**config.mk**
```make
export PLATFORM = sky130hd
export DESIGN_NAME = rxe_engine
export DESIGN_NICKNAME = d
export VERILOG_FILES = /design/src/rtl/rxe_pkg.sv /design/src/rtl/rxe_addr_check.sv /design/src/rtl/rxe_word_packer.sv /design/src/rtl/rxe_ring_step.sv /design/src/rtl/rxe_engine.sv
export SDC_FILE = /design/constraint.sdc
export NUM_CORES = 1
export LEC_CHECK = 0
export CORE_ASPECT_RATIO = 1.2
export CORE_MARGIN = 2
export CORE_UTILIZATION = 35
export CTS_CLUSTER_SIZE = 28
export DETAILED_ROUTE_END_ITERATION = 10
export GPL_TIMING_DRIVEN = 0
export PLACE_DENSITY = 0.65
export RECOVER_POWER = 25
export SKIP_CTS_REPAIR_TIMING = 1
export SYNTH_ARGS = -nofsm -noshare
export SYNTH_HDL_FRONTEND = slang
export SYNTH_SLANG_ARGS = --single-unit
```
**constraint.sdc**
```tcl
create_clock -name clk -period 5.1 [get_ports clk]
set_input_delay 1.02 -clock clk [delete_from_list [all_inputs] [get_ports clk]]
set_output_delay 1.02 -clock clk [all_outputs]
set_load 0.03 [all_outputs]
```
**src/rtl/rxe_pkg.sv**
```systemverilog
package rxe_pkg;
    localparam int LEN_W      = 16;
    localparam int HDR_BYTES  = 14;
    localparam int ST_READY   = 15;
    localparam int ST_IRQ     = 14;
    localparam int ST_WRAP    = 13;
    localparam int ST_SHORT   = 1;
    localparam int ST_BIG     = 2;
    localparam logic [15:0] ST_KEEP = 16'h7F80;

    typedef enum logic [1:0] {
        S_IDLE       = 2'd0,
        S_WAIT_BD    = 2'd1,
        S_RECV       = 2'd2,
        S_WRITE_FIFO = 2'd3
    } rxe_state_t;
endpackage

```
**src/rtl/rxe_addr_check.sv**
```systemverilog
module rxe_addr_check
    import rxe_pkg::*;
(
    input  logic [47:0]      station,
    input  logic [LEN_W-1:0] pos,
    input  logic [7:0]       din,
    output logic             miss
);
    logic [7:0] want;
    logic       in_hdr;

    always_comb begin
        want   = 8'h00;
        in_hdr = 1'b0;
        for (int i = 0; i < 6; i++) begin
            if (pos == LEN_W'(i)) begin
                want   = station[8*(5-i) +: 8];
                in_hdr = 1'b1;
            end
        end
        miss = in_hdr && (din != want);
    end
endmodule

```
**src/rtl/rxe_word_packer.sv**
```systemverilog
module rxe_word_packer (
    input  logic        clk,
    input  logic        rst_n,
    input  logic        take,
    input  logic        first,
    input  logic [1:0]  lane,
    input  logic [7:0]  din,
    output logic [31:0] word_now,
    output logic [31:0] held
);
    logic [31:0] acc;
    logic [4:0]  sh;

    always_comb begin
        sh       = {3'd3 - {1'b0, lane}, 3'b000};
        word_now = (first ? 32'h0 : acc) | (32'(din) << sh);
    end

    always_ff @(posedge clk or negedge rst_n) begin
        if (!rst_n)
            acc <= 32'h0;
        else if (take)
            acc <= (lane == 2'd3) ? 32'h0 : word_now;
    end

    assign held = acc;
endmodule

```
**src/rtl/rxe_ring_step.sv**
```systemverilog
module rxe_ring_step #(
    parameter int BD_WORDS = 128,
    localparam int IDX_W   = $clog2(BD_WORDS)
) (
    input  logic [IDX_W-1:0] cur,
    input  logic             wrap,
    input  logic [IDX_W-2:0] tx_count,
    output logic [IDX_W-1:0] base,
    output logic [IDX_W-1:0] nxt
);
    localparam logic [IDX_W-1:0] LAST_PAIR = IDX_W'(BD_WORDS - 2);

    always_comb begin
        base = {tx_count, 1'b0};
        if (wrap || cur >= LAST_PAIR)
            nxt = base;
        else
            nxt = cur + IDX_W'(2);
    end
endmodule

```
**src/rtl/rxe_engine.sv**
```systemverilog
module rxe_engine
    import rxe_pkg::*;
#(
    parameter int BD_WORDS = 128,
    parameter int ADDR_W   = 32,
    localparam int IDX_W   = $clog2(BD_WORDS)
) (
    input  logic              clk,
    input  logic              rst_n,
    input  logic              rx_en,
    input  logic              promisc,
    input  logic [47:0]       station_addr,
    input  logic [LEN_W-1:0]  min_frame,
    input  logic [LEN_W-1:0]  max_frame,
    input  logic [IDX_W-2:0]  tx_desc_count,
    input  logic              mask_busy,
    input  logic              mask_rxb,
    input  logic              in_valid,
    input  logic [7:0]        in_data,
    input  logic              in_last,
    output logic              bd_rd_en,
    output logic [IDX_W-1:0]  bd_rd_idx,
    input  logic [31:0]       bd_rd_stat,
    input  logic [ADDR_W-1:0] bd_rd_buf,
    output logic              bd_wr_en,
    output logic [IDX_W-1:0]  bd_wr_idx,
    output logic [31:0]       bd_wr_data,
    output logic              mem_wr_en,
    output logic [ADDR_W-1:0] mem_wr_addr,
    output logic [31:0]       mem_wr_data,
    output logic              int_busy,
    output logic              int_rxb,
    output logic              irq
);
    rxe_state_t state, nstate;

    logic [IDX_W-1:0]  idx;
    logic              started;
    logic              rd_pend;
    logic              bd_empty;
    logic [15:0]       bd_stat;
    logic [ADDR_W-1:0] bd_buf;
    logic              mid_frame;
    logic              taking;
    logic [LEN_W-1:0]  cnt;
    logic [LEN_W-1:0]  fin_len;
    logic              fin_part;

    logic              sof;
    logic              take;
    logic              miss_raw;
    logic              miss;
    logic [LEN_W-1:0]  bidx;
    logic [LEN_W-1:0]  blen;
    logic              long_enough;
    logic              frame_done;
    logic [31:0]       word_now;
    logic [31:0]       held;
    logic [IDX_W-1:0]  ring_base;
    logic [IDX_W-1:0]  ring_next;
    logic              desc_ready;
    logic              no_bd;
    logic [LEN_W-1:0]  last_pos;
    logic              f_short;
    logic              f_big;

    // ---------------- input framing ----------------
    assign sof         = in_valid && !mid_frame;
    assign bidx        = sof ? '0 : cnt;
    assign blen        = bidx + LEN_W'(1);
    assign take        = (state == S_RECV) && in_valid && (sof || taking);
    assign miss        = miss_raw && !promisc;
    assign long_enough = blen >= LEN_W'(HDR_BYTES);
    assign frame_done  = take && !miss && in_last && long_enough;
    assign desc_ready  = bd_rd_stat[ST_READY];
    assign no_bd       = bd_empty || (rd_pend && !desc_ready);
    assign last_pos    = fin_len - LEN_W'(1);
    assign f_short     = ({1'b0, fin_len} + 17'd4) < {1'b0, min_frame};
    assign f_big       = fin_len > max_frame;

    rxe_addr_check u_filt (
        .station (station_addr),
        .pos     (bidx),
        .din     (in_data),
        .miss    (miss_raw)
    );

    rxe_word_packer u_pack (
        .clk      (clk),
        .rst_n    (rst_n),
        .take     (take),
        .first    (sof),
        .lane     (bidx[1:0]),
        .din      (in_data),
        .word_now (word_now),
        .held     (held)
    );

    rxe_ring_step #(.BD_WORDS(BD_WORDS)) u_ring (
        .cur      (idx),
        .wrap     (bd_stat[ST_WRAP]),
        .tx_count (tx_desc_count),
        .base     (ring_base),
        .nxt      (ring_next)
    );

    // ---------------- state register ----------------
    always_ff @(posedge clk or negedge rst_n) begin
        if (!rst_n)
            state <= S_IDLE;
        else
            state <= nstate;
    end

    // ---------------- next state and outputs ----------------
    always_comb begin
        nstate      = state;
        bd_rd_en    = 1'b0;
        bd_rd_idx   = idx;
        bd_wr_en    = 1'b0;
        bd_wr_idx   = idx;
        bd_wr_data  = 32'h0;
        mem_wr_en   = 1'b0;
        mem_wr_addr = bd_buf + ADDR_W'({bidx[LEN_W-1:2], 2'b00});
        mem_wr_data = word_now;
        int_busy    = 1'b0;
        int_rxb     = 1'b0;
        unique case (state)
            S_IDLE: begin
                if (rx_en)
                    nstate = S_WAIT_BD;
            end
            S_WAIT_BD: begin
                bd_rd_en = !rd_pend;
                int_busy = rx_en && sof && no_bd;
                if (rd_pend) begin
                    if (desc_ready)
                        nstate = S_RECV;
                    else if (!rx_en)
                        nstate = S_IDLE;
                end
            end
            S_RECV: begin
                mem_wr_en = take && !miss && (bidx[1:0] == 2'd3);
                if (frame_done)
                    nstate = S_WRITE_FIFO;
            end
            S_WRITE_FIFO: begin
                mem_wr_en   = fin_part;
                mem_wr_addr = bd_buf + ADDR_W'({last_pos[LEN_W-1:2], 2'b00});
                mem_wr_data = held;
                bd_wr_en    = 1'b1;
                bd_wr_data  = {fin_len, (bd_stat & ST_KEEP)};
                bd_wr_data[ST_SHORT] = f_short;
                bd_wr_data[ST_BIG]   = f_big;
                int_rxb     = 1'b1;
                nstate      = S_IDLE;
            end
            default: nstate = S_IDLE;
        endcase
        irq = (int_busy && mask_busy) ||
              (int_rxb && mask_rxb && bd_stat[ST_IRQ]);
    end

    // ---------------- datapath registers ----------------
    always_ff @(posedge clk or negedge rst_n) begin
        if (!rst_n) begin
            idx       <= '0;
            started   <= 1'b0;
            rd_pend   <= 1'b0;
            bd_empty  <= 1'b0;
            bd_stat   <= 16'h0;
            bd_buf    <= '0;
            mid_frame <= 1'b0;
            taking    <= 1'b0;
            cnt       <= '0;
            fin_len   <= '0;
            fin_part  <= 1'b0;
        end else begin
            if (in_valid)
                mid_frame <= !in_last;
            rd_pend <= bd_rd_en;

            if (state == S_IDLE && !started) begin
                idx     <= ring_base;
                started <= 1'b1;
            end

            if (state == S_WAIT_BD && rd_pend) begin
                bd_stat  <= bd_rd_stat[15:0];
                bd_buf   <= bd_rd_buf;
                bd_empty <= !desc_ready;
                taking   <= 1'b0;
                cnt      <= '0;
            end else if (state != S_WAIT_BD) begin
                bd_empty <= 1'b0;
            end

            if (take) begin
                if (miss || in_last) begin
                    taking <= 1'b0;
                    cnt    <= '0;
                end else begin
                    taking <= 1'b1;
                    cnt    <= blen;
                end
            end
            if (frame_done) begin
                fin_len  <= blen;
                fin_part <= bidx[1:0] != 2'd3;
            end

            if (state == S_WRITE_FIFO)
                idx <= ring_next;
        end
    end

    // ---------------- assertions ----------------
    AST_ONE_READ: assert property (@(posedge clk) disable iff (!rst_n)
        bd_rd_en |=> !bd_rd_en);

    AST_NO_LOST_DESC: assert property (@(posedge clk) disable iff (!rst_n)
        int_busy |-> (state == S_WAIT_BD) && rx_en && !bd_wr_en);

    AST_DONE_WB: assert property (@(posedge clk) disable iff (!rst_n)
        int_rxb |-> bd_wr_en && !bd_wr_data[ST_READY]);

    AST_IRQ_CAUSE: assert property (@(posedge clk) disable iff (!rst_n)
        irq |-> (int_busy && mask_busy) || (int_rxb && mask_rxb));

    AST_IDX_EVEN: assert property (@(posedge clk) disable iff (!rst_n)
        (state != S_IDLE) |-> !idx[0]);

    AST_PAD_ZERO: assert property (@(posedge clk) disable iff (!rst_n)
        (state == S_WRITE_FIFO && mem_wr_en) |->
            ((fin_len[1:0] == 2'd1) ? (mem_wr_data[23:0] == 24'h0) :
             (fin_len[1:0] == 2'd2) ? (mem_wr_data[15:0] == 16'h0) :
                                      (mem_wr_data[7:0] == 8'h0)));
endmodule

```
==> flow_summary.yaml, run 1 <==
finish:
  drive_gt1_frac: 0.1870
  area_delta_synth_final_pct: 48.33
  fin_area_sq_um: 13330
  nNetsFinal: 1562
sta:
  maxSlewHeadroom: -0.7557
  fin_hold_ws_ns: 0.4736
  setup_viol: 10
  rsz0062_at_grt: "yes"
  fmax_mhz: 188.6
  skew_ns: 0.009365
  slew_viol_final: 44
  min_period_ns: 5.301
  fin_ws_ns: -0.2011
  finalHoldViolations: 0
  worst_pin_slew_ns: 2.634
  fin_crit_sh: 1.039
critical_path:
  cp_max_fo: 8
  cp.required_ns: 4.08
  cp.arrival_ns: 4.28
  end_kind: "primary output"
  path_class: "primary input to primary output"
  cp-start-kind: "primary input"
cts:
  cts_tree: "built"
  clk_latency_ns: 0.43
  path_clk_slew_ns: 0.06
  clock_path_buffers: 2
  clock_sinks: 118
  cts_buffers: 17
  root_buffer: "clkbuf_16"
  htreeDepth: 4
placement:
  place.port_buffers: 245
  dp_hpwl_um: 23300
  gp_congestion: 0.9199
  placed_cell_area_sq_um: 12060
logic_synthesis:
  yosys_register_bits: 118
  yosysSeqAreaShare: 0.3287
  synth_area_leader_cell: "dfrtp_1"
  synth_edf_count: 0
  syn_area_sq_um: 8984
  yosysUniqueCellTypes: 72
  ys_top_cells_by_count: "118 x dfrtp_1, 89 x nand2_1, 71 x nor2_1"
  synthCells: 1043
  async_flop_share: 1.000
  synth_most_common_cell: "dfrtp_1"
  synth_top_area_frac: 0.3287
  yosys_warnings: 0
  ys.flop_type: "dfrtp_1"
  syn_area_per_cell_sq_um: 8.613
  synth_area_leaders: "dfrtp_1 33%, ha_1 7.0%, mux2_2 5.1%"
floorplan:
  row_count: 64
  fp.dieH_um: 179.5
  die_w_um: 150.3
  initial_utilization: 0.3539
  die-area_sq_um: 26970
  core_area_sq_um: 25380
  ios: 282
power:
  power.switching_uw: 2138
  ir_worst_vdd_mv: 0.2239
  seqPwrFrac: 0.262
  power_per_cell_area_nw_per_um2: 394.1
  switching_share: 0.4071
  combPwrFrac: 0.501
  leakagePower_uw: 0.006008
  clock_power_share: 0.237
  internal_power_uw: 3114
global_route:
  grt_pass1_wl_um: 47210
  grt_pass1_vias: 8667
  grt_max_degree: 76
  antenna_found_initial: 1
  grt_usage: 0.2217
  overflow: 0
route:
  wl_per_cell_um: 18.45
  viasPerCell: 5.371
  dr_wl_met2_um: 15020
  ant_nets: 0
  drc_errors: 0
  dr.max_layer_used: "met4"
  routed-wl-met3_um: 2095
  met1_length_um: 13150
  routed_wirelength_um: 31170
  drt_iter0_markers: 499
  firstDrtPassIters: 5
  vias: 9072
run_status:
  violations: "max-capacitance violations, max-slew violations, negative setup slack"
  outcome: "finished with violations"
flow_run:
  max_cap_viol_count: 1
worst_hold_path:
  min_path_type: "register to register"
-- power by group through the flow --
stage	logic (uW)	registers, uW	clock network, uW
2_1_floorplan	1600	1370	0
3_3_place_gp	2500	1360	0
3_5_place_dp	2530	1370	0
4_1_cts	2530	1360	1260
5_1_grt	2810	1410	1310
6_report	2630	1380	1240
-- layout make-up --
type	instances	area [sq um]
Antenna cell	1	2.502
Buffer	90	578.1
Clock buffer	20	466.7
Clock inverter	12	140.1
Fill cell	2314	12060
Inverter	58	224.0
Multi-Input combinational cell	780	5801
Sequential cell	118	2958
Tap cell	330	412.9
Timing Repair Buffer	280	2743
-- critical path, cell delays in order --
cell	delay (ns)
buf_8	0.08
nand2b_4	0.05
buf_6	0.13
buf_12	0.13
buf_12	0.12
buf_8	0.11
a21oi_4	0.17
a31oi_4	0.06
ha_4	0.19
fa_2	0.39
a21o_1	0.18
a21oi_2	0.16
o21bai_1	0.12
a21oi_2	0.19
o21bai_1	0.13
a41o_1	0.26
o21ai_4	0.20
buf_12	0.16
nand2b_4	0.13
xnor2_2	0.12
buf_6	0.15
-- flip-flops by register name, indices dropped and copies added, names as in the netlist --
signal,count
bd_stat,8
started,1
bd_empty,1
cnt,16
taking,1
mid_frame,1
bd_rd_idx,6
bd_buf,32
u_pack.held,32
state,2
fin_len,16
fin_part,1
rd_pend,1
-- path summary, 6_finish.rpt --
| path | start | end | slack [ns] | depth (start not counted) |
|---|---|---|---|---|
| min reg2reg | taking | taking | 0.47 | 1 |
| min | taking | taking | 0.47 | 1 |
| min in group asynchronous | rst_n | u_pack.held[6] | 1.41 | 1 |
| max in group asynchronous | rst_n | bd_buf[26] | 2.19 | 1 |
| max reg2reg | mid_frame | cnt[12] | 1.52 | 18 |
| max | in_valid | mem_wr_addr[24] | -0.20 | 21 |
-- kinds of logic (layout without fill, tap and decap cells) --
group | after synthesis | in the layout | synth area share
xor+xnor | 72 | 72 | 0.07019
other cells | 1 | 9 | 0.0004174
flops | 118 | 118 | 0.3287
mux | 44 | 44 | 0.05474
compound gates | 275 | 275 | 0.2139
simple gates | 330 | 330 | 0.1826
fa+ha+maj | 51 | 51 | 0.07187
buf+inv | 152 | 460 | 0.07758
-- per-layer routing --
layer  up-vias  track usage
met5         -            0
met1      4296       0.2846
met2       376       0.3766
met3        61      0.04086
li1       4339            -
met4         0      0.06717
-- layout by cell type, fill, tap and decap left out, types with 11 or more instances in the layout --
cell type        count
and3_1              32
dfrtp_1            114
nand2_1             86
a21o_1              19
a31oi_1             12
clkbuf_16           18
clkdlybuf4s50_1    216
mux2_2              41
and2_1              14
o21ai_0             36
a21oi_1             48
nand3_1             32
o31ai_1             13
nor3_1              21
xnor2_1             36
inv_1               55
clkbuf_1            39
xnor2_2             11
a22o_1              35
ha_1                48
buf_4               51
xor2_1              20
a22oi_1             16
buf_2               12
buf_6               18
nand4_1             12
nor2_1              70
nor4_1              12
-- through the flow --
| step | std cells | util | worst slack (ns) | power [uW] | TNS [ns] |
|---|---|---|---|---|---|
| final | 1689 | 0.5249 | -0.2011 | 5252 | -1.425 |
| after global routing | 1688 | 0.5248 | -0.3154 | 5536 | -2.987 |
| after CTS | 1658 | 0.4990 | -2.122 | 5154 | -44.78 |
| after detailed placement | 1626 | 0.4751 | -2.091 | 3901 | -50.64 |
| after global placement | 1625 | 0.4739 | -2.082 | 3859 | -287.80 |
| after floorplan | 1050 | - | -0.01234 | 2971 | -0.01234 |
Power figures use the tool's default switching activity.
==> run 2, diff against run 1 <==
--- a/config.mk
+++ b/config.mk
@@ -7,13 +7,14 @@
 export LEC_CHECK = 0
 export CORE_ASPECT_RATIO = 1.2
 export CORE_MARGIN = 2
-export CORE_UTILIZATION = 35
+export CORE_UTILIZATION = 44
 export CTS_CLUSTER_SIZE = 28
 export DETAILED_ROUTE_END_ITERATION = 10
 export GPL_TIMING_DRIVEN = 0
-export PLACE_DENSITY = 0.65
+export PLACE_DENSITY = 0.78
 export RECOVER_POWER = 25
 export SKIP_CTS_REPAIR_TIMING = 1
 export SYNTH_ARGS = -nofsm -noshare
 export SYNTH_HDL_FRONTEND = slang
+export SYNTH_HIERARCHICAL = 1
 export SYNTH_SLANG_ARGS = --single-unit
==> run 2 against run 1 <==
- the run still ends with max-capacitance violations, max-slew violations, negative setup slack left
- maximum frequency is 0.29% lower
- register-to-register slack got worse by 0.75 ns
- synthesized cell count rose by 9.4%
- worst setup slack lost 0.016 ns
- clock power up 6%
- count of clock-buffer cells in the layout down 3
- sequential cell count grew 1
- combinational power is 11% higher
- final cell count increased by 2.8%
- hold slack improved by 0.011 ns
==> flow_summary.yaml, run 2 <==
cts:
  clock_sinks: 119
  clk_latency_ns: 0.43
  cts_buffers: 17
  cts_tree: "built"
  clock_path_buffers: 2
  path_clk_slew_ns: 0.06
  htreeDepth: 4
  root_buffer: "clkbuf_16"
floorplan:
  die-area_sq_um: 23190
  ios: 282
  fp.dieH_um: 166.4
  initial_utilization: 0.4473
  die_w_um: 139.4
  core_area_sq_um: 21630
  row_count: 59
sta:
  setup_viol: 14
  rsz0062_at_grt: "yes"
  slew_viol_final: 122
  worst_pin_slew_ns: 2.769
  maxSlewHeadroom: -0.8462
  skew_ns: 0.009858
  fmax_mhz: 188.1
  fin_ws_ns: -0.2167
  fin_crit_sh: 1.042
  finalHoldViolations: 0
  min_period_ns: 5.317
global_route:
  grt_pass1_wl_um: 47680
  overflow: 0
  met3_usage: 0.07102
  antenna_found_initial: 1
  grt_usage: 0.2528
  grt_max_degree: 74
  busiest_layer: "met2"
  met1_usage: 0.2857
  grt_pass1_vias: 9636
  grt_util_met2: 0.4316
critical_path:
  startpoint: "in_valid"
  path_class: "primary input to primary output"
  rr_worst_depth: 18
  end_kind: "primary output"
  cp_max_fo: 10
  rr_endpoint: "cnt[7]"
  cp.required_ns: 4.08
  cp.arrival_ns: 4.30
  cp-start-kind: "primary input"
  r2r_start: "mid_frame"
  r2r_slack_ns: 0.77
logic_synthesis:
  synth_area_leader_cell: "dfrtp_1"
  synth-compound-area-share: 0.1499
  yosys_register_bits: 119
  yosysSeqAreaShare: 0.3078
  synth_xor_area_frac: 0.06518
  ys.flop_type: "dfrtp_1"
  synth.area.mux_share: 0.1098
  synth-simple-area-share: 0.2095
  ys_top_cells_by_count: "196 x nand2_1, 119 x dfrtp_1, 88 x inv_1"
  synth_most_common_cell: "nand2_1"
  synth_top_area_frac: 0.3078
  syn_area_sq_um: 9674
  syn_area_per_cell_sq_um: 8.479
  synth_top_family_by_area: "simple AND/OR/NAND/NOR gates"
  async_flop_share: 1.000
  yosys.area_share.adder: 0.07062
  yosys_warnings: 6
  yosysUniqueCellTypes: 82
  synthCells: 1141
  synth_edf_count: 0
  synth_area_leaders: "dfrtp_1 31%, nand2_1 7.6%, ha_1 6.9%"
power:
  ir_worst_vdd_mv: 0.3862
  power_per_cell_area_nw_per_um2: 412.8
  leakagePower_uw: 0.006200
  power_uw: 5685
finish:
  drive_gt1_frac: 0.1889
  final_cells: 1736
  fin_area_sq_um: 13770
  nNetsFinal: 1668
  final_cell_mix: "224 x clkdlybuf4s50_1, 194 x nand2_1, 116 x dfrtp_1"
  fillers: 1789
  layout_commonest_cell: "clkdlybuf4s50_1"
  area_delta_synth_final_pct: 42.37
run_status:
  outcome: "finished with violations"
  violations: "max-capacitance violations, max-slew violations, negative setup slack"
route:
  vias: 9577
  firstDrtPassIters: 5
  drc_errors: 0
  ant_nets: 0
  drt_iter0_markers: 688
  routed_wirelength_um: 30520
  wl_per_cell_um: 17.58
  viasPerCell: 5.517
placement:
  place.port_buffers: 252
  gp_congestion: 0.9163
  post-place-cells: 1673
  place_ws_ns: -1.879
  placed_cell_area_sq_um: 12600
  dp_hpwl_um: 22550
worst_hold_path:
  min_to: "started"
  worstHoldPathCells: 1
  min_path_type: "register to register"
  min-delay-start: "started"
flow_run:
  max_cap_viol_count: 2
[run 2: cell types whose count changed after synthesis, moves of 16 or more]
cell | previous run | this run
a32o_1 | 3 | 23
mux2i_1 | 3 | 24
inv_1 | 56 | 88
mux2_2 | 41 | 57
nor2_1 | 71 | 52
a22o_1 | 35 | 10
nand2_1 | 89 | 196
o21ai_0 | 42 | 79
a21oi_1 | 56 | 24
[run 2: worst max path at each step]
| stage | to | cells past startpoint | slack, ns |
|---|---|---|---|
| 2_1_floorplan | mem_wr_en | 14 | 0.01 |
| 3_3_place_gp | mem_wr_en | 16 | -1.91 |
| 3_5_place_dp | mem_wr_en | 16 | -1.88 |
| 4_1_cts | mem_wr_en | 16 | -1.88 |
| 5_1_grt | mem_wr_addr[30] | 16 | -0.37 |
| 6_report | mem_wr_addr[30] | 17 | -0.22 |
[run 2: per-stage QoR]
stage | hold WS [ns] | TNS, ns | utilization
global placement | 0.4631 | -293.85 | 0.5814
detailed placement | 0.4630 | -78.66 | 0.5828
CTS | 0.4800 | -64.97 | 0.6123
global route | 0.5202 | -10.47 | 0.6368
floorplan | 0.4442 | 0 | -
finish | 0.4851 | -1.972 | 0.6368
[run 2: kinds of logic (layout without fill, tap and decap cells)]
group,count (synthesis),count (layout)
other cells,2,8
fa+ha+maj,54,54
simple gates,415,415
compound gates,210,210
buf+inv,179,494
xor+xnor,72,72
flops,119,119
mux,90,90
[run 2: critical path: stages]
cell            delay, ns
dlymetal6s2s_1       0.19
nand2b_4             0.10
clkbuf_4             0.21
buf_4                0.19
and2_1               0.22
nand2_1              0.14
o21ai_2              0.12
fa_2                 0.40
a21o_1               0.19
a21o_1               0.24
a21oi_4              0.20
a21oi_4              0.10
a211oi_4             0.36
buf_4                0.21
nor3_2               0.05
xor2_1               0.16
buf_4                0.19
[run 2: final cells by class]
type                    count  area, sq um  area share
plain buffers              85        500.5     0.03634
clock inverters            15        214.0     0.01553
clock buffers              17        425.4     0.03089
inverters                  92        357.8     0.02598
diodes                      1        2.502   0.0001817
well taps                 274        342.8     0.02489
flip-flops and latches    119         2982      0.2165
multi-input cells         848         6210      0.4509
repair buffers            285         2739      0.1989
[run 2: layer usage]
layer,vias up,part of all wire
li1,4542,-
met1,4590,0.38
met2,365,0.50
met3,80,0.076
met4,0,0.038
met5,-,0
[run 2: power breakdown]
part | switching [uW] | leakage, uW | internal [uW]
Clock | 490 | 0.000312 | 830
Combinational | 1620 | 0.00437 | 1290
Sequential | 256 | 0.00152 | 1200
==> run 3, diff against run 2 <==
--- a/config.mk
+++ b/config.mk
@@ -13,6 +13,7 @@
 export GPL_TIMING_DRIVEN = 0
 export PLACE_DENSITY = 0.78
 export RECOVER_POWER = 25
+export REMOVE_ABC_BUFFERS = 1
 export SKIP_CTS_REPAIR_TIMING = 1
 export SYNTH_ARGS = -nofsm -noshare
 export SYNTH_HDL_FRONTEND = slang
==> run 3 against run 2 <==
- die area unchanged
- largest power group unchanged
- count of clock-buffer cells in the layout up 1
- the run still ends with max-capacitance violations, max-slew violations, negative setup slack left
- power down 4.2%
- final cell count down 4.1%
- critical path type is now register to primary output
- highest routed layer unchanged
- cell area down 2.5%
- maximum frequency up 0.19%
- global-route usage down 2.2 points
- register-to-register slack better by 0.04 ns
==> flow_summary.yaml, run 3 (synthesis results as in run 2) <==
run_status:
  outcome: "finished with violations"
  violations: "max-capacitance violations, max-slew violations, negative setup slack"
placement:
  post-place-cells: 1590
  gp_congestion: 0.8892
  place.port_buffers: 252
  dp_hpwl_um: 19780
floorplan:
  die_w_um: 139.4
  die-area_sq_um: 23190
  initial_utilization: 0.4473
  core_area_sq_um: 21630
  ios: 282
  fp.dieH_um: 166.4
  row_count: 59
finish:
  final_cell_mix: "225 x clkdlybuf4s50_1, 191 x nand2_1, 114 x dfrtp_1"
  final_cells: 1665
  layout_commonest_cell: "clkdlybuf4s50_1"
  fin_util: 0.6210
  antenna_cells: 0
  nNetsFinal: 1599
  fillers: 1828
  area_delta_synth_final_pct: 38.84
  drive_gt1_frac: 0.1776
cts:
  clock_path_buffers: 2
  clk_latency_ns: 0.41
  clock_sinks: 119
  cts_tree: "built"
  path_clk_slew_ns: 0.06
  root_buffer: "clkbuf_16"
  cts_buffers: 17
  htreeDepth: 4
worst_hold_path:
  worstHoldPathCells: 1
  min-delay-start: "started"
  min_to: "started"
  min_path_type: "register to register"
global_route:
  overflow: 0
  grt_pass1_wl_um: 44160
  grt_usage: 0.2305
  antenna_found_initial: 0
  grt_max_degree: 65
  grt_pass1_vias: 9041
power:
  power_uw: 5444
  leakagePower_uw: 0.005974
  power_per_cell_area_nw_per_um2: 405.3
  ir_worst_vdd_mv: 0.3324
sta:
  setup_viol: 16
  fin_hold_ws_ns: 0.4923
  maxSlewHeadroom: -1.135
  fmax_mhz: 188.4
  slew_viol_final: 56
  tns_ns: -1.499
  worst_pin_slew_ns: 3.203
  rsz0062_at_grt: "yes"
  fin_ws_ns: -0.2068
  skew_ns: 0.008197
  min_period_ns: 5.307
  fin_crit_sh: 1.041
  finalHoldViolations: 0
critical_path:
  crit_chain: "inv_4 > ha_4 > o21ai_2 > nand2_2 > or3_4 > or3_4 > nor3_4 > xnor2_1 > o21ai_1 > ha_2 > nand4_1 > o221ai_2 > a21oi_2 > a21oi_4 > a211oi_4 > buf_6 > nand3b_1 > xnor2_1 > buf_4"
  crit_slowest_cell: "dfrtp_2"
  cp-start-kind: "register"
  cp_max_fo: 6
  r2r_start: "mid_frame"
  rr_endpoint: "cnt[7]"
  r2r_slack_ns: 0.81
  critPathMaxStageDelay_ns: 0.42
  end_kind: "primary output"
  rr_worst_depth: 17
  path_class: "register to primary output"
  cp.required_ns: 4.08
  cp.arrival_ns: 4.29
route:
  drt_iter0_markers: 477
  ant_nets: 0
  firstDrtPassIters: 6
  wl_per_cell_um: 17.14
  drc_errors: 0
  vias: 9189
  routed_wirelength_um: 28540
  viasPerCell: 5.519
flow_run:
  max_cap_viol_count: 1
## run 3: cell types whose count changed in the layout (fill, tap and decap cells not counted), moves of 5 or more
cell	previous run	this run
buf_4	70	51
clkbuf_1	39	2
o21ai_0	67	74
buf_6	10	5
buf_2	8	1
inv_6	6	1
o21ai_1	8	3
clkbuf_2	7	2
clkinvlp_4	3	8
## run 3: worst max-delay path by stage
stage                     from  slack, ns  cells past startpoint              end
floorplan             state[0]      -1.18                     12  mem_wr_addr[28]
global placement      state[0]      -3.66                     13  mem_wr_addr[24]
detailed placement    in_valid      -2.91                     15  mem_wr_addr[28]
CTS                   in_valid      -2.95                     15  mem_wr_addr[28]
global route        fin_len[2]      -0.46                     19  mem_wr_addr[20]
finish              fin_len[2]      -0.21                     19  mem_wr_addr[20]
## run 3: cell type report
| cell class | count | area, sq um | area share |
|---|---|---|---|
| clock buffers | 18 | 429.2 | 0.03195 |
| clock inverters | 13 | 132.6 | 0.009874 |
| inverters | 92 | 374.1 | 0.02785 |
| multi-input cells | 849 | 6211 | 0.4624 |
| flip-flops and latches | 119 | 2989 | 0.2225 |
| well taps | 274 | 342.8 | 0.02552 |
| repair buffers | 299 | 2945 | 0.2193 |
| repair inverters | 1 | 7.507 | 0.0005589 |
## run 3: worst max-delay path, delay by kind of cell (launching register included)
kind,cells,cell delay (ns)
buffers and inverters,3,0.39
xor gates and xnor gates,2,0.30
DFF,1,0.42
adders and majority gates,2,0.55
and+or+nand+nor,6,1.41
AOI/OAI and AO/OA,6,0.78
## run 3: power breakdown
group          internal [uW]  total [uW]  leakage, uW  switching [uW]
clock network            712        1160     0.000268             451
registers               1210        1510      0.00151             299
logic                   1250        2770      0.00419            1520
total                   3170        5440      0.00597            2270
## run 3: through the flow
| step | setup WS (ns) | cell area [sq um] |
|---|---|---|
| floorplan | -1.184 | 9203 |
| detailed placement | -2.911 | 12170 |
| global placement | -3.661 | 12070 |
| finish | -0.2068 | 13430 |
| global route | -0.4622 | 13430 |
| CTS | -2.954 | 12730 |
## run 3: routing by layer
metal | vias up | share of wire | global-route usage
li1 | 4394 | - | -
met1 | 4437 | 0.40 | 0.2707
met2 | 318 | 0.52 | 0.4135
met3 | 40 | 0.065 | 0.05060
met4 | 0 | 0.022 | 0.07993
met5 | - | 0 | 0
